==> config.mk <==
export PLATFORM = sky130hd
export DESIGN_NAME = flash_status_gen
export DESIGN_NICKNAME = d
export VERILOG_FILES = /design/src/rtl/flash_status_gen.sv
export SDC_FILE = /design/constraint.sdc
export NUM_CORES = 1
export LEC_CHECK = 0
export BUFFER_PORTS_ARGS = -buffer_cell sky130_fd_sc_hd__buf_2
export CELL_PAD_IN_SITES_DETAIL_PLACEMENT = 1
export CELL_PAD_IN_SITES_GLOBAL_PLACEMENT = 2
export CORE_MARGIN = 1
export CORE_UTILIZATION = 33
export DETAILED_ROUTE_END_ITERATION = 6
export PLACE_DENSITY = 0.91
export SKIP_CTS_REPAIR_TIMING = 1
export SLEW_MARGIN = 25
export SYNTH_ARGS = -nofsm -noshare
export SYNTH_HDL_FRONTEND = slang
export SYNTH_SLANG_ARGS = --single-unit
==> constraint.sdc <==
create_clock -name clk -period 3.07 [get_ports clk]
set_input_delay 0.614 -clock clk [delete_from_list [all_inputs] [get_ports clk]]
set_output_delay 0.614 -clock clk [all_outputs]
set_load 0.01 [all_outputs]
==> src/rtl/flash_status_gen.sv <==
module flash_status_gen #(
  parameter int SECTORS     = 8,
  parameter int WIN_CYCLES  = 8,
  parameter int PROG_LIMIT  = 20,
  parameter int ERASE_LIMIT = 40,
  localparam int SECT_W = $clog2(SECTORS),
  localparam int WIN_W  = $clog2(WIN_CYCLES + 1),
  localparam int OP_MAX = (PROG_LIMIT > ERASE_LIMIT) ? PROG_LIMIT : ERASE_LIMIT,
  localparam int OP_W   = $clog2(OP_MAX + 1)
) (
  input  logic               clk,
  input  logic               rst_n,
  input  logic               cmd_prog,
  input  logic               cmd_chip_erase,
  input  logic               cmd_sector_erase,
  input  logic [SECT_W-1:0]  cmd_sector,
  input  logic               cmd_reset,
  input  logic               rd_strobe,
  input  logic               alg_done,
  input  logic [7:0]         array_data,
  output logic [7:0]         rd_data,
  output logic [SECTORS-1:0] erase_mask
);

  typedef enum logic [2:0] {ST_IDLE, ST_PROG, ST_WIN, ST_ERASE, ST_FAIL} st_t;

  st_t              st;
  logic             tog;
  logic [WIN_W-1:0] win_cnt;
  logic [OP_W-1:0]  op_cnt;
  logic [OP_W-1:0]  op_lim;
  logic [SECTORS-1:0] sect_bit;

  assign sect_bit = SECTORS'(1) << cmd_sector;
  assign op_lim   = (st == ST_PROG) ? OP_W'(PROG_LIMIT - 1) : OP_W'(ERASE_LIMIT - 1);

  assign rd_data = (st == ST_IDLE) ? array_data
                 : {1'b0, tog, st == ST_FAIL, 1'b0, st == ST_ERASE, 3'b000};

  always_ff @(posedge clk) begin
    if (!rst_n) begin
      st         <= ST_IDLE;
      tog        <= 1'b0;
      erase_mask <= '0;
      win_cnt    <= '0;
      op_cnt     <= '0;
    end else begin
      if (rd_strobe && st != ST_IDLE) tog <= ~tog;
      case (st)
        ST_IDLE: begin
          tog <= 1'b0;
          if (cmd_prog) begin
            st     <= ST_PROG;
            op_cnt <= '0;
          end else if (cmd_chip_erase) begin
            st         <= ST_ERASE;
            erase_mask <= '1;
            op_cnt     <= '0;
          end else if (cmd_sector_erase) begin
            st         <= ST_WIN;
            erase_mask <= sect_bit;
            win_cnt    <= '0;
          end
        end
        ST_WIN: begin
          if (cmd_sector_erase) begin
            erase_mask <= erase_mask | sect_bit;
            win_cnt    <= '0;
          end else if (win_cnt == WIN_W'(WIN_CYCLES - 1)) begin
            st     <= ST_ERASE;
            op_cnt <= '0;
          end else begin
            win_cnt <= win_cnt + 1'b1;
          end
        end
        ST_PROG, ST_ERASE: begin
          if (alg_done) begin
            st         <= ST_IDLE;
            erase_mask <= '0;
            tog        <= 1'b0;
          end else if (op_cnt == op_lim) begin
            st <= ST_FAIL;
          end else begin
            op_cnt <= op_cnt + 1'b1;
          end
        end
        ST_FAIL: begin
          if (cmd_reset) begin
            st         <= ST_IDLE;
            erase_mask <= '0;
            tog        <= 1'b0;
          end
        end
        default: st <= ST_IDLE;
      endcase
    end
  end


  fail_hold_chk: assert property (@(posedge clk) disable iff (!rst_n)
    (st == ST_FAIL && !cmd_reset) |=> (st == ST_FAIL && rd_data[5]));


  erase_mask_chk: assert property (@(posedge clk) disable iff (!rst_n)
    (st == ST_ERASE && !alg_done) |=> $stable(erase_mask));


  win_grow_chk: assert property (@(posedge clk) disable iff (!rst_n)
    (st == ST_WIN) |=> ((erase_mask & $past(erase_mask)) == $past(erase_mask)));


  tog_flip_chk: assert property (@(posedge clk) disable iff (!rst_n)
    (rd_strobe && st == ST_WIN) |=> (rd_data[6] != $past(rd_data[6])));


  op_bound_chk: assert property (@(posedge clk) disable iff (!rst_n)
    (op_cnt < OP_W'(OP_MAX)) && (win_cnt < WIN_W'(WIN_CYCLES)));

endmodule

-- After elaboration in Yosys (flattened, before gate mapping)
Cells that the tools add are included.
- bits in registers: 22
- bitwise gates (word level): 2
- shifts and indexed selects: 1
- eq/ne operators: 21
- add/sub/neg operators: 2
- reductions and logical operators: 11
- muxes and demuxes: 35
- operators by type and width (kind ; number):
    two-way mux 8 bit ; 7
    two-way mux 6 bit ; 7
    case mux 8 bit (4 select lines) ; 1
    two-way mux 3 bit ; 8
    two-way mux 4 bit ; 5
    != test 2 bit (second input constant) ; 10
    case mux 6 bit (3 select lines) ; 1
    != test 3 bit (second input constant) ; 4
    case mux 3 bit (4 select lines) ; 1
    AND reduction 6 bit ; 2
    AND reduction 5 bit ; 2
    OR 8 bit ; 1
    case mux 4 bit (2 select lines) ; 1
    << shifter 1 x 3 -> 8 bit (first input constant) ; 1
    adder 6 x 1 -> 6 bit (second input constant) ; 1
    equality test 3 x 2 -> 1 bit (second input constant) ; 2
    equality test 6 bit ; 1
    nonzero test 3 bit ; 2
    adder 4 x 1 -> 4 bit (second input constant) ; 1
    equality test 4 x 3 -> 1 bit (second input constant) ; 1
    != test 4 bit (second input constant) ; 1
    nonzero test 4 bit ; 1
    equality test 3 x 1 -> 1 bit (second input constant) ; 1
    equality test 3 bit (second input constant) ; 1
    7 further kinds ; 9

-- Longest topological paths before layout
- word-level depth: 6
- mapped depth: 7

-- Worst setup path after synthesis
No wires, ideal clock.
- path type: reg2out
- start: reg st[0]
- end: out rd_data[6]
- cell stages (with the launch flop): 5
- arrival: 1.398 ns
- path slack: 1.058 ns
- buffers on the path: 2
- cells stage by stage: dfxtp_1 buf_2 buf_2 nor3_1 mux2_2
- word-level cells in the longest chain between the ends: 2
- ends and longest elaborated chain (element ; line ; RTL):
    start, declared ; 27 ; st_t st;
    start signal, assigned ; 42 ; st <= ST_IDLE;
    start signal, assigned ; 53 ; st <= ST_PROG;
    start signal, assigned ; 56 ; st <= ST_ERASE;
    logical NOT 3 bit ; 37 ; assign rd_data = (st == ST_IDLE) ? array_data
    two-way mux 8 bit ; 37 ;
    end, declared ; 21 ; output logic [7:0] rd_data,
Every way passes these cells.

-- Final worst setup path
- start: reg st[2]
- end: out rd_data[6]
The elaborated chain is that of the path after synthesis.

==> results <==
- The flop and latch count out of synthesis is 22.
- Once the floorplan was initialized, standard cells occupied 34.6% of the core.
- The fraction of power consumed by combinational cells is 35.5%.
- The clock network latency to the later pin of the worst-skew pair is 0.27 ns.
- Setup violations remaining at the end of the flow were counted as 0.
- The die width is 72.9 um.
- The library cells used most frequently in the layout, excluding fill and tap cells, are sky130_fd_sc_hd__buf_2, sky130_fd_sc_hd__nor2_1, sky130_fd_sc_hd__dfxtp_1.
- The path class of the tightest hold or removal check is flop to flop.
- Setup repair after global routing left no endpoint under its margin.
- The total internal power is 552 uW.
- The full die area is 5310 um2.
- The switching power is 321 uW.
- At the end of routability-driven placement, the weighted congestion stood at 0.788.
- The number of global-route vias before repair is 1,717.
- At the worst endpoint, the required time is 2.46 ns.
- After routing, the total negative slack on setup checks comes to 0 ns.
- The proportion of total power due to net switching is 36.8%.
- The first global-routing pass estimated 8400 um of wire.
- CTS built an H-tree with a depth of 1.
- The TritonCTS clock tree is built.
- The initial antenna violation count is 0.
- Sequential cells account for 39.7% of the total power.
- The primary flip-flop cell chosen by synthesis mapping is sky130_fd_sc_hd__dfxtp_1.
- The achievable frequency is 391 MHz.
- Port buffering added 34 buffers.
- Dividing total power by cell area gives a power density of 459 nW/um2.
- In the detailed route, the total length drawn on met2 is 2510 um.
- The portion of synthesized cell area occupied by the leading cell type is 26.6%.
- The clock sink count is 22.
- After the last flow step, the layout net total stands at 259.
- The number of remaining DRC errors is 0.
- The clock power share is 24.9%.
- The clock skew is 0.00406 ns.
- In the post-synthesis netlist, the biggest area contributors are sky130_fd_sc_hd__dfxtp_1, sky130_fd_sc_hd__o21ai_0, sky130_fd_sc_hd__nor2_1, sky130_fd_sc_hd__a21oi_1, sky130_fd_sc_hd__a211oi_2.
- The floorplan has 25 rows.
- Sequential elements use 26.6% of the synthesized area.
- The post-layout total power is 873 uW.
- The total length of routed wires is 5140 um.
- The number of nets produced by synthesis is 232.
- The run finished with clean final reports.
- The layout cell share with drive strength beyond 1 is 23.2%.
- The length of routed wiring on met1 is 2460 um.
- The region available for standard cell placement spans 4790 um2.
- The hold path startpoint is win_cnt[3]$_SDFFE_PN0P_.
- The worst-case clock buffer depth is 2.
- For the pin with the worst max-slew slack, the measured transition is 0.885 ns.
- Each instance of the synthesized netlist takes up on average 7.86 um2.
- The most common library cell in the layout ignoring fill and taps is sky130_fd_sc_hd__buf_2.
- The proportion of synthesized flip-flops having asynchronous set or reset is 0%.
- The number of pins exceeding their max-slew limit in the final report is 0.
- Measured against its own limit, the worst slew margin works out to 40.9%.
- Of all nets on the critical path, the largest fanout is 26.
- The floorplan step set the die height to 72.9 um.
- Dividing the final minimum period by the clock period gives 83.3%.
- The worst ir drop on vdd is 0.242 mV.
- The count of nets left with antenna violations once routing finished came out at 0.
- The synthesized instance count is 211.
- The post-detailed-placement half-perimeter wirelength is 3680 um.
- The type of element capturing the critical path is an output port.
- CTS placed an instance of sky130_fd_sc_hd__clkbuf_8 at the clock tree root.
- The number of antenna diodes in the final layout is 0.
- Dividing the detail-routed via count by the number of cells gives 5.70.
- The detailed router placed 1,733 vias in this run.
- During synthesis, Yosys emitted a total of 0 warnings.
- The data arrival at the endpoint of the critical path is 1.94 ns.
- In this run the count of I/O pins placed on the die edge is 35.
- The start-to-end type of the worst setup path is flop to output port.
- The layout filler cell count is 598.
- The synthesized design contains 0 enable-type register cells.
- The uppermost signal routing layer after detailed routing is met4.
- The maximum number of pins on one net before global-route repair is 27.
- The post-synthesis cell type with the largest combined area is sky130_fd_sc_hd__dfxtp_1.
- The overall fraction of global-route tracks in use is 20.1%.
- The post-route minimum period is 2.56 ns.
- STA classifies the critical path startpoint as a flop.
- The number of maximum-capacitance violations is 0.
- The reg-to-reg critical path startpoint is st[2]$_SDFFE_PN0P_.
- The area growth from synthesis to layout is 14.7%.
- In this run the static leakage power is 0.697 nW.
- The final global-route overflow total is 0.
- The total count of hold-check failures in the final report was 0.
- The post-synth design cell area is 1660 um2.
- The mean routed wirelength per cell is 16.9 um.
- The clock input transition at the sequential cells of the worst setup and hold paths is 0.09 ns.
- The DRC violation total after the first TritonRoute iteration is 52.
- The number of clock buffers inserted by TritonCTS is 3.
- Before antenna repair, the detailed router went through 4 iterations.
- The critical path launch point is st[2]$_SDFFE_PN0P_.
- The number of distinct library cells after synthesis is 59.
- The routed length on met3 is 152 um.
-- flip-flops by register name (all words and copies together), names as in the netlist --
name,flops
erase_mask,8
op_cnt,6
win_cnt,4
st,3
tog,1
-- synthesized netlist by cell type (all sizes together) (5+ instances only) --
cell type,count
dfxtp,22
nor2,22
o21ai,21
a21oi,14
nand2,10
buf,9
nor3,9
a211oi,7
nand3,7
nor3b,7
and2,6
nor2b,6
a22oi,5
clkbuf,5
nand3b,5
-- power groups by stage --
stage | clock (mW) | sequential [mW] | combinational, mW
final | 0.217 | 0.346 | 0.309
after global routing | 0.237 | 0.351 | 0.339
after CTS | 0.222 | 0.346 | 0.310
after detailed placement | 0 | 0.352 | 0.309
after global placement | 0 | 0.353 | 0.303
after floorplan | 0 | 0.346 | 0.223
-- stage by stage --
stage,cell area [um2],setup slack [ns],util [%],cells,hold slack (ns)
floorplan,1660,1.06,-,211,0.453
global placement,1850,0.905,38.6,300,0.495
detailed placement,1850,0.816,38.6,300,0.485
CTS,1900,0.510,39.7,304,0.500
global route,1900,0.388,39.7,304,0.535
finish,1900,0.511,39.7,304,0.510
-- worst paths after layout --
| path | endpoint | slack [ns] | depth (start not counted) |
|---|---|---|---|
| worst max-delay path | rd_data[6] | 0.51 | 3 |
| worst min-delay path | win_cnt[3]$_SDFFE_PN0P_ | 0.51 | 2 |
| worst max register to register | erase_mask[4]$_SDFFE_PN0P_ | 0.88 | 4 |
| worst min register to register | win_cnt[3]$_SDFFE_PN0P_ | 0.51 | 2 |
-- kinds of logic after synthesis --
family | count (synthesis) | synth area share [%]
buffers and inverters | 17 | 5.51
and+or+nand+nor | 92 | 31.5
muxes | 2 | 1.28
adders and majority gates | 2 | 1.51
xor gates and xnor gates | 1 | 0.528
AOI/OAI and AO/OA | 75 | 33.1
DFF | 22 | 26.6
-- layer usage --
| layer | track usage (%) | up-vias |
|---|---|---|
| li1 | - | 854 |
| met1 | 26.3 | 840 |
| met2 | 35.6 | 35 |
| met3 | 2.90 | 4 |
| met4 | 2.61 | 0 |
| met5 | 0 | - |
-- layout make-up --
| cell class | count | area, um2 | area share [%] |
|---|---|---|---|
| multi-input combinational | 172 | 1130 | 59.2 |
| sequential | 22 | 440 | 23.2 |
| timing repair buffer | 36 | 185 | 9.74 |
| tap | 67 | 83.8 | 4.41 |
| clock buffer | 4 | 55.1 | 2.89 |
| inverter | 3 | 11.3 | 0.592 |
-- worst max-delay path: stages, from the launching register on --
cell	delay, ns
sky130_fd_sc_hd__dfxtp_1	0.60
sky130_fd_sc_hd__nor3_1	0.55
sky130_fd_sc_hd__mux2_2	0.39
sky130_fd_sc_hd__buf_2	0.14
Power figures use the tool's default switching activity.
